$ cat src/rtl/smx_pkg.sv
package smx_pkg;
  localparam int unsigned EXP_ONE = 32768;
  localparam int unsigned SEG_CNT = 8;

  typedef enum logic [1:0] {ST_ACC, ST_FIN, ST_DIV, ST_END} smx_state_e;

  // exp(-k) in Q1.15, node ROM of the piecewise-linear exponential
  function automatic logic [15:0] exp_node(logic [3:0] k);
    case (k)
      4'd0:    return 16'd32768;
      4'd1:    return 16'd12055;
      4'd2:    return 16'd4435;
      4'd3:    return 16'd1631;
      4'd4:    return 16'd600;
      4'd5:    return 16'd221;
      4'd6:    return 16'd81;
      4'd7:    return 16'd30;
      4'd8:    return 16'd11;
      default: return 16'd0;
    endcase
  endfunction
endpackage

$ cat src/rtl/smx_scale_stage.sv
module smx_scale_stage #(
  parameter int unsigned SCORE_W = 16,
  parameter int unsigned SCALE_W = 16,
  parameter int unsigned SCALE_Q = 8192,
  parameter int unsigned X_W     = 18,
  parameter int unsigned IDX_W   = 6
) (
  input  logic                      clk_i,
  input  logic                      rst_ni,
  input  logic                      valid_i,
  input  logic signed [SCORE_W-1:0] score_i,
  input  logic [IDX_W-1:0]          pos_i,
  input  logic                      masked_i,
  input  logic                      last_i,
  output logic                      valid_o,
  output logic signed [X_W-1:0]     x_o,
  output logic [IDX_W-1:0]          pos_o,
  output logic                      masked_o,
  output logic                      last_o
);
  localparam int unsigned P_W = SCORE_W + SCALE_W + 1;
  localparam logic signed [SCALE_W:0] SCALE_S = {1'b0, SCALE_W'(SCALE_Q)};

  logic signed [P_W-1:0] prod;
  logic signed [X_W-1:0] x_d;

  assign prod = $signed(score_i) * SCALE_S;
  assign x_d  = X_W'(prod >>> SCALE_W);

  always_ff @(posedge clk_i or negedge rst_ni) begin
    if (!rst_ni) begin
      valid_o  <= 1'b0;
      x_o      <= '0;
      pos_o    <= '0;
      masked_o <= 1'b0;
      last_o   <= 1'b0;
    end else begin
      valid_o <= valid_i;
      if (valid_i) begin
        x_o      <= x_d;
        pos_o    <= pos_i;
        masked_o <= masked_i;
        last_o   <= last_i;
      end
    end
  end
endmodule

$ cat src/rtl/smx_pwl_exp.sv
module smx_pwl_exp
  import smx_pkg::*;
#(
  parameter int unsigned X_W    = 18,
  parameter int unsigned FRAC_W = 8,
  parameter int unsigned EXP_W  = 16
) (
  input  logic signed [X_W-1:0] x_i,
  output logic [EXP_W-1:0]      e_o
);
  localparam int RANGE = int'(SEG_CNT) << FRAC_W;

  always_comb begin
    int xi, t, seg, frac, lo, hi, ev;
    xi   = int'(x_i);
    t    = xi + RANGE;
    seg  = t >>> FRAC_W;
    frac = t & ((1 << FRAC_W) - 1);
    lo   = 0;
    hi   = 0;
    if (xi >= 0) begin
      ev = int'(EXP_ONE);
    end else if (xi < -RANGE) begin
      ev = 0;
    end else begin
      lo = int'(exp_node(4'(int'(SEG_CNT) - seg)));
      hi = int'(exp_node(4'(int'(SEG_CNT) - 1 - seg)));
      ev = lo + (((hi - lo) * frac) >>> FRAC_W);
    end
    e_o = EXP_W'(ev);
  end
endmodule

$ cat src/rtl/smx_divider.sv
module smx_divider #(
  parameter int unsigned N_W = 31,
  parameter int unsigned D_W = 22
) (
  input  logic           clk_i,
  input  logic           rst_ni,
  input  logic           start_i,
  input  logic [N_W-1:0] dividend_i,
  input  logic [D_W-1:0] divisor_i,
  output logic           busy_o,
  output logic           done_o,
  output logic [N_W-1:0] quot_o
);
  localparam int unsigned CNT_W = $clog2(N_W + 1);

  logic [D_W-1:0]   rem_q, div_q, nxt_rem;
  logic [N_W-1:0]   num_q;
  logic [CNT_W-1:0] cnt_q;
  logic [D_W:0]     trial;
  logic             qbit;

  always_comb begin
    trial   = {rem_q, num_q[N_W-1]};
    qbit    = (trial >= {1'b0, div_q});
    nxt_rem = qbit ? D_W'(trial - {1'b0, div_q}) : D_W'(trial);
  end

  always_ff @(posedge clk_i or negedge rst_ni) begin
    if (!rst_ni) begin
      rem_q  <= '0;
      div_q  <= '0;
      num_q  <= '0;
      cnt_q  <= '0;
      busy_o <= 1'b0;
      done_o <= 1'b0;
    end else if (start_i) begin
      rem_q  <= '0;
      div_q  <= divisor_i;
      num_q  <= dividend_i;
      cnt_q  <= CNT_W'(N_W);
      busy_o <= 1'b1;
      done_o <= 1'b0;
    end else if (busy_o) begin
      rem_q  <= nxt_rem;
      num_q  <= {num_q[N_W-2:0], qbit};
      cnt_q  <= cnt_q - 1'b1;
      busy_o <= (cnt_q != CNT_W'(1));
      done_o <= (cnt_q == CNT_W'(1));
    end else begin
      done_o <= 1'b0;
    end
  end

  assign quot_o = num_q;

  // restoring step keeps the partial remainder below the divisor
  a_r5_rem_below_div: assert property (@(posedge clk_i) disable iff (!rst_ni)
    busy_o |-> (rem_q < div_q));
  a_r5_no_restart: assert property (@(posedge clk_i) disable iff (!rst_ni)
    start_i |-> !busy_o);
endmodule

$ cat src/rtl/attn_softmax.sv
module attn_softmax
  import smx_pkg::*;
#(
  parameter int unsigned SCORE_W    = 16,
  parameter int unsigned SCORE_FRAC = 8,
  parameter int unsigned SCALE_W    = 16,
  parameter int unsigned SCALE_Q    = 8192,
  parameter int unsigned MAX_LEN    = 64,
  parameter int unsigned EXP_W      = 16,
  parameter int unsigned PROB_FRAC  = 15
) (
  input  logic                         clk_i,
  input  logic                         rst_ni,
  input  logic signed [SCORE_W-1:0]    score_i,
  input  logic                         score_valid_i,
  output logic                         score_ready_o,
  input  logic [$clog2(MAX_LEN+1)-1:0] row_len_i,
  input  logic [$clog2(MAX_LEN)-1:0]   query_idx_i,
  input  logic                         mask_en_i,
  output logic [EXP_W-1:0]             prob_o,
  output logic                         prob_valid_o,
  output logic                         prob_last_o
);
  localparam int unsigned IDX_W = $clog2(MAX_LEN);
  localparam int unsigned LEN_W = $clog2(MAX_LEN + 1);
  localparam int unsigned SUM_W = EXP_W + IDX_W;
  localparam int unsigned DIV_W = EXP_W + PROB_FRAC;
  localparam int unsigned X_W   = SCORE_W + 2;
  localparam logic [EXP_W-1:0] ONE_E = EXP_W'(EXP_ONE);

  smx_state_e        state_q;
  logic [IDX_W-1:0]  pos_q, qidx_q, out_idx_q;
  logic [LEN_W-1:0]  len_q, cnt_q;
  logic              mask_q, div_run_q;
  logic [SUM_W-1:0]  sum_q;

  logic              accept, first, in_last, in_masked, eff_mask;
  logic [LEN_W-1:0]  eff_len;
  logic [IDX_W-1:0]  eff_qidx;

  logic              s1_valid, s1_masked, s1_last;
  logic signed [X_W-1:0] s1_x;
  logic [IDX_W-1:0]  s1_pos;
  logic [EXP_W-1:0]  e_raw, e_sel, rd_e;
  logic [EXP_W-1:0]  buf_q [MAX_LEN];

  logic              div_start, div_busy, div_done, sum_zero, out_last;
  logic [DIV_W-1:0]  quot;
  logic [EXP_W-1:0]  quot_sat;

  assign score_ready_o = (state_q == ST_ACC);
  assign accept        = score_valid_i && score_ready_o;
  assign first         = (pos_q == '0);
  assign eff_len       = first ? row_len_i   : len_q;
  assign eff_qidx      = first ? query_idx_i : qidx_q;
  assign eff_mask      = first ? mask_en_i   : mask_q;
  assign in_last       = ((LEN_W'(pos_q) + LEN_W'(1)) >= eff_len) ||
                         (pos_q == IDX_W'(MAX_LEN - 1));
  assign in_masked     = eff_mask && (pos_q > eff_qidx);

  smx_scale_stage #(
    .SCORE_W(SCORE_W), .SCALE_W(SCALE_W), .SCALE_Q(SCALE_Q),
    .X_W(X_W), .IDX_W(IDX_W)
  ) u_scale (
    .clk_i(clk_i), .rst_ni(rst_ni),
    .valid_i(accept), .score_i(score_i), .pos_i(pos_q),
    .masked_i(in_masked), .last_i(in_last),
    .valid_o(s1_valid), .x_o(s1_x), .pos_o(s1_pos),
    .masked_o(s1_masked), .last_o(s1_last)
  );

  smx_pwl_exp #(.X_W(X_W), .FRAC_W(SCORE_FRAC), .EXP_W(EXP_W)) u_exp (
    .x_i(s1_x), .e_o(e_raw)
  );

  // causal mask as a select on the exponential
  assign e_sel = s1_masked ? '0 : e_raw;

  always_ff @(posedge clk_i) begin
    if (s1_valid) buf_q[s1_pos] <= e_sel;
  end

  assign rd_e      = buf_q[out_idx_q];
  assign sum_zero  = (sum_q == '0);
  assign out_last  = ((LEN_W'(out_idx_q) + LEN_W'(1)) == cnt_q);
  assign div_start = (state_q == ST_DIV) && !div_run_q && !sum_zero && !div_busy;

  smx_divider #(.N_W(DIV_W), .D_W(SUM_W)) u_div (
    .clk_i(clk_i), .rst_ni(rst_ni), .start_i(div_start),
    .dividend_i({rd_e, PROB_FRAC'(0)}), .divisor_i(sum_q),
    .busy_o(div_busy), .done_o(div_done), .quot_o(quot)
  );

  assign quot_sat = (|quot[DIV_W-1:EXP_W]) ? ONE_E : quot[EXP_W-1:0];

  always_ff @(posedge clk_i or negedge rst_ni) begin
    if (!rst_ni) begin
      state_q      <= ST_ACC;
      pos_q        <= '0;
      len_q        <= '0;
      qidx_q       <= '0;
      mask_q       <= 1'b0;
      cnt_q        <= '0;
      sum_q        <= '0;
      out_idx_q    <= '0;
      div_run_q    <= 1'b0;
      prob_o       <= '0;
      prob_valid_o <= 1'b0;
      prob_last_o  <= 1'b0;
    end else begin
      prob_valid_o <= 1'b0;
      prob_last_o  <= 1'b0;
      if (accept) begin
        if (first) begin
          len_q  <= row_len_i;
          qidx_q <= query_idx_i;
          mask_q <= mask_en_i;
        end
        if (in_last) begin
          pos_q   <= '0;
          cnt_q   <= LEN_W'(pos_q) + LEN_W'(1);
          state_q <= ST_FIN;
        end else begin
          pos_q <= pos_q + 1'b1;
        end
      end
      if (s1_valid) begin
        sum_q <= sum_q + SUM_W'(e_sel);
        if (s1_last) begin
          state_q   <= ST_DIV;
          out_idx_q <= '0;
          div_run_q <= 1'b0;
        end
      end
      case (state_q)
        ST_DIV: begin
          if ((!div_run_q && sum_zero) || (div_run_q && div_done)) begin
            prob_o       <= div_run_q ? quot_sat : '0;
            prob_valid_o <= 1'b1;
            prob_last_o  <= out_last;
            div_run_q    <= 1'b0;
            if (out_last) state_q <= ST_END;
            else          out_idx_q <= out_idx_q + 1'b1;
          end else if (div_start) begin
            div_run_q <= 1'b1;
          end
        end
        ST_END: begin
          sum_q   <= '0;
          state_q <= ST_ACC;
        end
        default: ;
      endcase
    end
  end

  a_r3_exp_bounded: assert property (@(posedge clk_i) disable iff (!rst_ni)
    s1_valid |-> (e_raw <= ONE_E));
  a_r7_ready_low_out: assert property (@(posedge clk_i) disable iff (!rst_ni)
    prob_valid_o |-> !score_ready_o);
  a_r9_prob_bound: assert property (@(posedge clk_i) disable iff (!rst_ni)
    prob_valid_o |-> (prob_o <= ONE_E));
  a_r8_zero_sum: assert property (@(posedge clk_i) disable iff (!rst_ni)
    (prob_valid_o && sum_zero) |-> (prob_o == '0));
  a_r6_last_with_valid: assert property (@(posedge clk_i) disable iff (!rst_ni)
    prob_last_o |-> prob_valid_o);
  a_r5_sum_frozen: assert property (@(posedge clk_i) disable iff (!rst_ni)
    (state_q == ST_DIV && $past(state_q == ST_DIV)) |-> $stable(sum_q));
endmodule

$ cat config.mk
export PLATFORM = sky130hd
export DESIGN_NAME = attn_softmax
export DESIGN_NICKNAME = d
export VERILOG_FILES = /design/src/rtl/smx_pkg.sv /design/src/rtl/smx_scale_stage.sv /design/src/rtl/smx_pwl_exp.sv /design/src/rtl/smx_divider.sv /design/src/rtl/attn_softmax.sv
export SDC_FILE = /design/constraint.sdc
export NUM_CORES = 2
export LEC_CHECK = 0
export ABC_AREA = 1
export ABC_CLOCK_PERIOD_IN_PS = 27000
export BUFFER_PORTS_ARGS = -buffer_cell sky130_fd_sc_hd__buf_4
export CAP_MARGIN = 20
export CORE_UTILIZATION = 35
export DETAILED_ROUTE_END_ITERATION = 16
export SYNTH_ARGS = -nofsm -noshare
export SYNTH_HDL_FRONTEND = slang
export SYNTH_SLANG_ARGS = --single-unit
$ cat constraint.sdc
create_clock -name clk_i -period 27 [get_ports clk_i]
set_clock_uncertainty 0.2 [all_clocks]
set_input_delay 5.4 -clock clk_i [delete_from_list [all_inputs] [get_ports clk_i]]
set_output_delay 5.4 -clock clk_i [all_outputs]
set_load 0.02 [all_outputs]
==> flow_metrics.env <==
export IMPL_status="finished clean"
export IMPL_sequentialPowerShare_pct=53.9
export IMPL_synth_top_cell_by_area="edfxtp_1"
export IMPL_io_pins=52
export IMPL_layout_nets=5393
export IMPL_whs_path_depth=2
export IMPL_syn_inst=5118
export IMPL_reg2reg_to="sum_q[17]$_DFFE_PN0P_"
export IMPL_yosys_area_share_adder_pct=6.68
export IMPL_syn_cell_area_sq_um=56500
export IMPL_postCtsSetupRepairBufs=0
export IMPL_cts_root_buf="clkbuf_16"
export IMPL_path_class="flip-flop to flip-flop"
export IMPL_gp_congestion=0.878
export IMPL_yosysSeqAreaShare_pct=62.4
export IMPL_die_x_microns=404
export IMPL_fp_row_count=147
export IMPL_cts_tree="built"
export IMPL_synth_mux_area_share_pct=0.195
export IMPL_viasPerCell=5.26
export IMPL_grt_setup_unrepaired="false"
export IMPL_p_sw_uw=726
export IMPL_critical_path_max_stage_delay_ns=0.61
export IMPL_syn_nets=5389
export IMPL_ys_flop_type="edfxtp_1"
export IMPL_cts_buffer_depth=3
export IMPL_setup_viol=0
export IMPL_drt_pass1_iter_count=6
export IMPL_multi_input_area_sq_um=18500
export IMPL_cts_hold_buffers_added=0
export IMPL_hold_path_class="flip-flop to flip-flop"
export IMPL_synth_warnings=0
export IMPL_crit_required_ns=27.39
export IMPL_ys_seq_elements=1204
export IMPL_tightest_slew_ns=1.06
export IMPL_p_comb_share_pct=0.3
export IMPL_drt_iter0_drc=3404
export IMPL_r2r_slack_ns=14.98
export IMPL_vias=38900
export IMPL_drcViolationCount=0
export IMPL_grt_pass1_wl_mm=229
export IMPL_die_area_sq_um=163000
export IMPL_finalWirelength_mm=151
export IMPL_cts_sinks=1204
export IMPL_routedWlPerCell_microns=20.4
export IMPL_swShare_pct=19.6
export IMPL_die_h_microns=404
export IMPL_antenna_found_initial=4
export IMPL_yosys_area_share_simple_pct=11.9
export IMPL_regArea_sq_um=35300
export IMPL_grt_remaining_overflow=0
export IMPL_core_area_sq_um=160000
export IMPL_drive_gt1_share_pct=7.92
export IMPL_whs_endpoint="u_div.div_q[18]$_DFFE_PN0P_"
export IMPL_power_leakage_uw=0.0216
export IMPL_antenna_left=0
export IMPL_dp_hpwl_mm=88.5
export IMPL_slew_headroom_pct=29.6
export IMPL_slew_violations=0
export IMPL_initial_core_util_pct=35.2
export IMPL_cts_buffers=119
export IMPL_max_cap_violations=0
export IMPL_hold_violations=0
export IMPL_clock_latency_ns=0.75
export IMPL_critPathTopFamily="adder cells"
export IMPL_r2r_start="u_scale.x_o[8]$_DFFE_PN0P_"
export IMPL_critical_path_buf_inv_count=13
export IMPL_worst_setup_path_start_kind="flip-flop"
export IMPL_critPathCaptureType="flip-flop"
export IMPL_synthArstFlopShare_pct=15.0
export IMPL_cts_resized=0
export IMPL_internal_power_uw=2970
export IMPL_post_route_period_util_pct=44.5
export IMPL_cpMaxStageDelayCell="xor2_1"
export IMPL_fin_crit_ns=12.02
export IMPL_instances_no_fill=7388
export IMPL_grt_max_degree=153
export IMPL_finalSetupTns_ns=0
export IMPL_max_vdd_ir_drop_uv=50.0
export IMPL_min_delay_start="sum_q[18]$_DFFE_PN0P_"
export IMPL_place_inst=7160
export IMPL_crit_arrival_ns=12.41
export IMPL_area_growth_pct=12.4
export IMPL_avgSynthCellArea_sq_um=11.0
export IMPL_portBuffers=48
export IMPL_grt_pass1_vias=37900
export IMPL_grt_usage_pct=18.3
export IMPL_pwr_share_clk_pct=45.9
export IMPL_synth_area_top_cells="edfxtp_1, dfrtp_1, o21ai_0"
export IMPL_synth_edf_count=1024
export IMPL_cp_max_fo=65
export IMPL_synth_top_area_share_pct=54.4
export IMPL_cts_reportedPaths_clkPinSlew_ns=0.07
export IMPL_synth_xor_area_share_pct=0.677
export IMPL_powerDensity_nw_per_um2=58.2
export IMPL_fillCellCount=15400
export IMPL_reg2reg_depth=57
export IMPL_synth_top_family_by_area="compound AO/OA/AOI/OAI gates"
export IMPL_max_freq_mhz=83.2
export IMPL_ys_types=60
export IMPL_synth_compound_area_share_pct=13.1
export IMPL_cts_htree_levels=3
[area by class of cell]
type                       instances  share of cell area [%]
antenna                            2                 0.00788
multi-input combinational       3199                    29.2
clock inverter                    57                    1.05
sequential                      1204                    55.5
clock buffer                     168                    5.35
inverter                         436                    2.60
timing repair buffer             162                    2.02
tap                             2160                    4.25
[metal layers]
metal | up-vias | track usage (%) | share of wire, %
met2 | 1210 | 29.6 | 47
met3 | 244 | 2.38 | 6.0
met1 | 19200 | 25.1 | 44
met5 | - | 0 | 0
met4 | 0 | 6.37 | 3.5
li1 | 18200 | - | -
[logic make-up after synthesis]
| family | Yosys count |
|---|---|
| DFF | 1204 |
| and+or+nand+nor | 1652 |
| buffers and inverters | 715 |
| xor gates and xnor gates | 42 |
| AOI/OAI and AO/OA | 1256 |
| adders and majority gates | 238 |
| muxes | 11 |
[worst max path at each step]
stage | start | to | slack (ns) | cells after the start
floorplan | u_scale.x_o[8]$_DFFE_PN0P_ | sum_q[16]$_DFFE_PN0P_ | 15.87 | 60
detailed placement | u_scale.x_o[8]$_DFFE_PN0P_ | sum_q[21]$_DFFE_PN0P_ | 15.04 | 57
global route | u_scale.x_o[8]$_DFFE_PN0P_ | sum_q[17]$_DFFE_PN0P_ | 13.97 | 57
CTS | u_scale.x_o[8]$_DFFE_PN0P_ | sum_q[21]$_DFFE_PN0P_ | 14.94 | 57
finish | u_scale.x_o[8]$_DFFE_PN0P_ | sum_q[17]$_DFFE_PN0P_ | 14.98 | 57
global placement | u_scale.x_o[8]$_DFFE_PN0P_ | sum_q[21]$_DFFE_PN0P_ | 15.11 | 57
[state kept, by name (all words and copies together) (netlist names), 13 cells and up]
signal and flops:
u_div.quot_o 31, u_scale.x_o 13, prob_o 16, u_div.div_q 22, buf_q 1024, u_div.rem_q 22
sum_q 22
[cell usage after synthesis, types with 3 or more instances]
cell type  instances
buf_4             12
edfxtp_1        1024
o31ai_1           23
o21ai_0          653
a211oi_1           3
xnor2_1           12
inv_1            423
o21a_1             3
xor2_1            28
buf_1              4
o21ai_1           63
nor2_2             3
nand2_2            3
dfrtp_1          180
o21bai_1          14
fa_1             106
o221ai_1         163
clkinv_1           5
a31oi_1            8
nand3b_1           4
inv_2              8
nand4_1           24
mux2i_1           11
nand3_1          209
ha_1             132
or2_1              5
a21oi_1          120
buf_2             84
nor2_1           811
buf_6              9
and3_1             3
nor3_1            24
a221oi_1           4
o22ai_1          139
a21o_1             5
or2_2             13
clkbuf_1         169
nand2_1          534
o211ai_1          45
nor4_1            11
[worst register-to-register path: cells and delay by family, from the launching register on]
family	cells	cell delay, ns
buf+inv	13	1.73
flops	1	0.52
simple gates	24	2.85
xor+xnor	2	0.80
fa+ha+maj	10	3.90
compound gates	8	1.89
[power by group through the flow]
stage	registers (uW)	logic (uW)	clock network, uW
floorplan	2030	0.0573	0
CTS	1990	10.2	1720
detailed placement	2030	10.2	0
global route	1990	11.0	1790
global placement	2030	10.0	0
finish	1990	9.67	1700
[stage by stage]
stage | hold slack (ns) | area (sq um) | power [uW] | util [%] | setup slack, ns
after detailed placement | 0.268 | 59400 | 2040 | 37.1 | 15.04
after global routing | 0.297 | 63500 | 3790 | 39.6 | 13.97
after global placement | 0.265 | 59400 | 2040 | 37.1 | 15.11
after CTS | 0.282 | 63500 | 3720 | 39.6 | 14.94
after floorplan | 0.242 | 56500 | 2030 | - | 15.87
final | 0.283 | 63500 | 3700 | 39.6 | 14.98
[cells in the final DEF, fill, tap and decap left out, types with 18 or more instances in the layout]
cell type	netlist	routed
a21oi_1	120	111
buf_4	12	156
clkbuf_1	169	29
clkbuf_16	0	122
clkbuf_8	0	18
clkinv_2	0	22
dfrtp_1	180	176
edfxtp_1	1024	1024
fa_1	106	106
ha_1	132	132
inv_1	423	422
nand2_1	534	534
nand3_1	209	209
nand4_1	24	24
nor2_1	811	800
nor3_1	24	24
o211ai_1	45	45
o21ai_0	653	653
o21ai_1	63	63
o221ai_1	163	163
o22ai_1	139	139
o31ai_1	23	23
xor2_1	28	28
(Power assumes the default switching activity.)
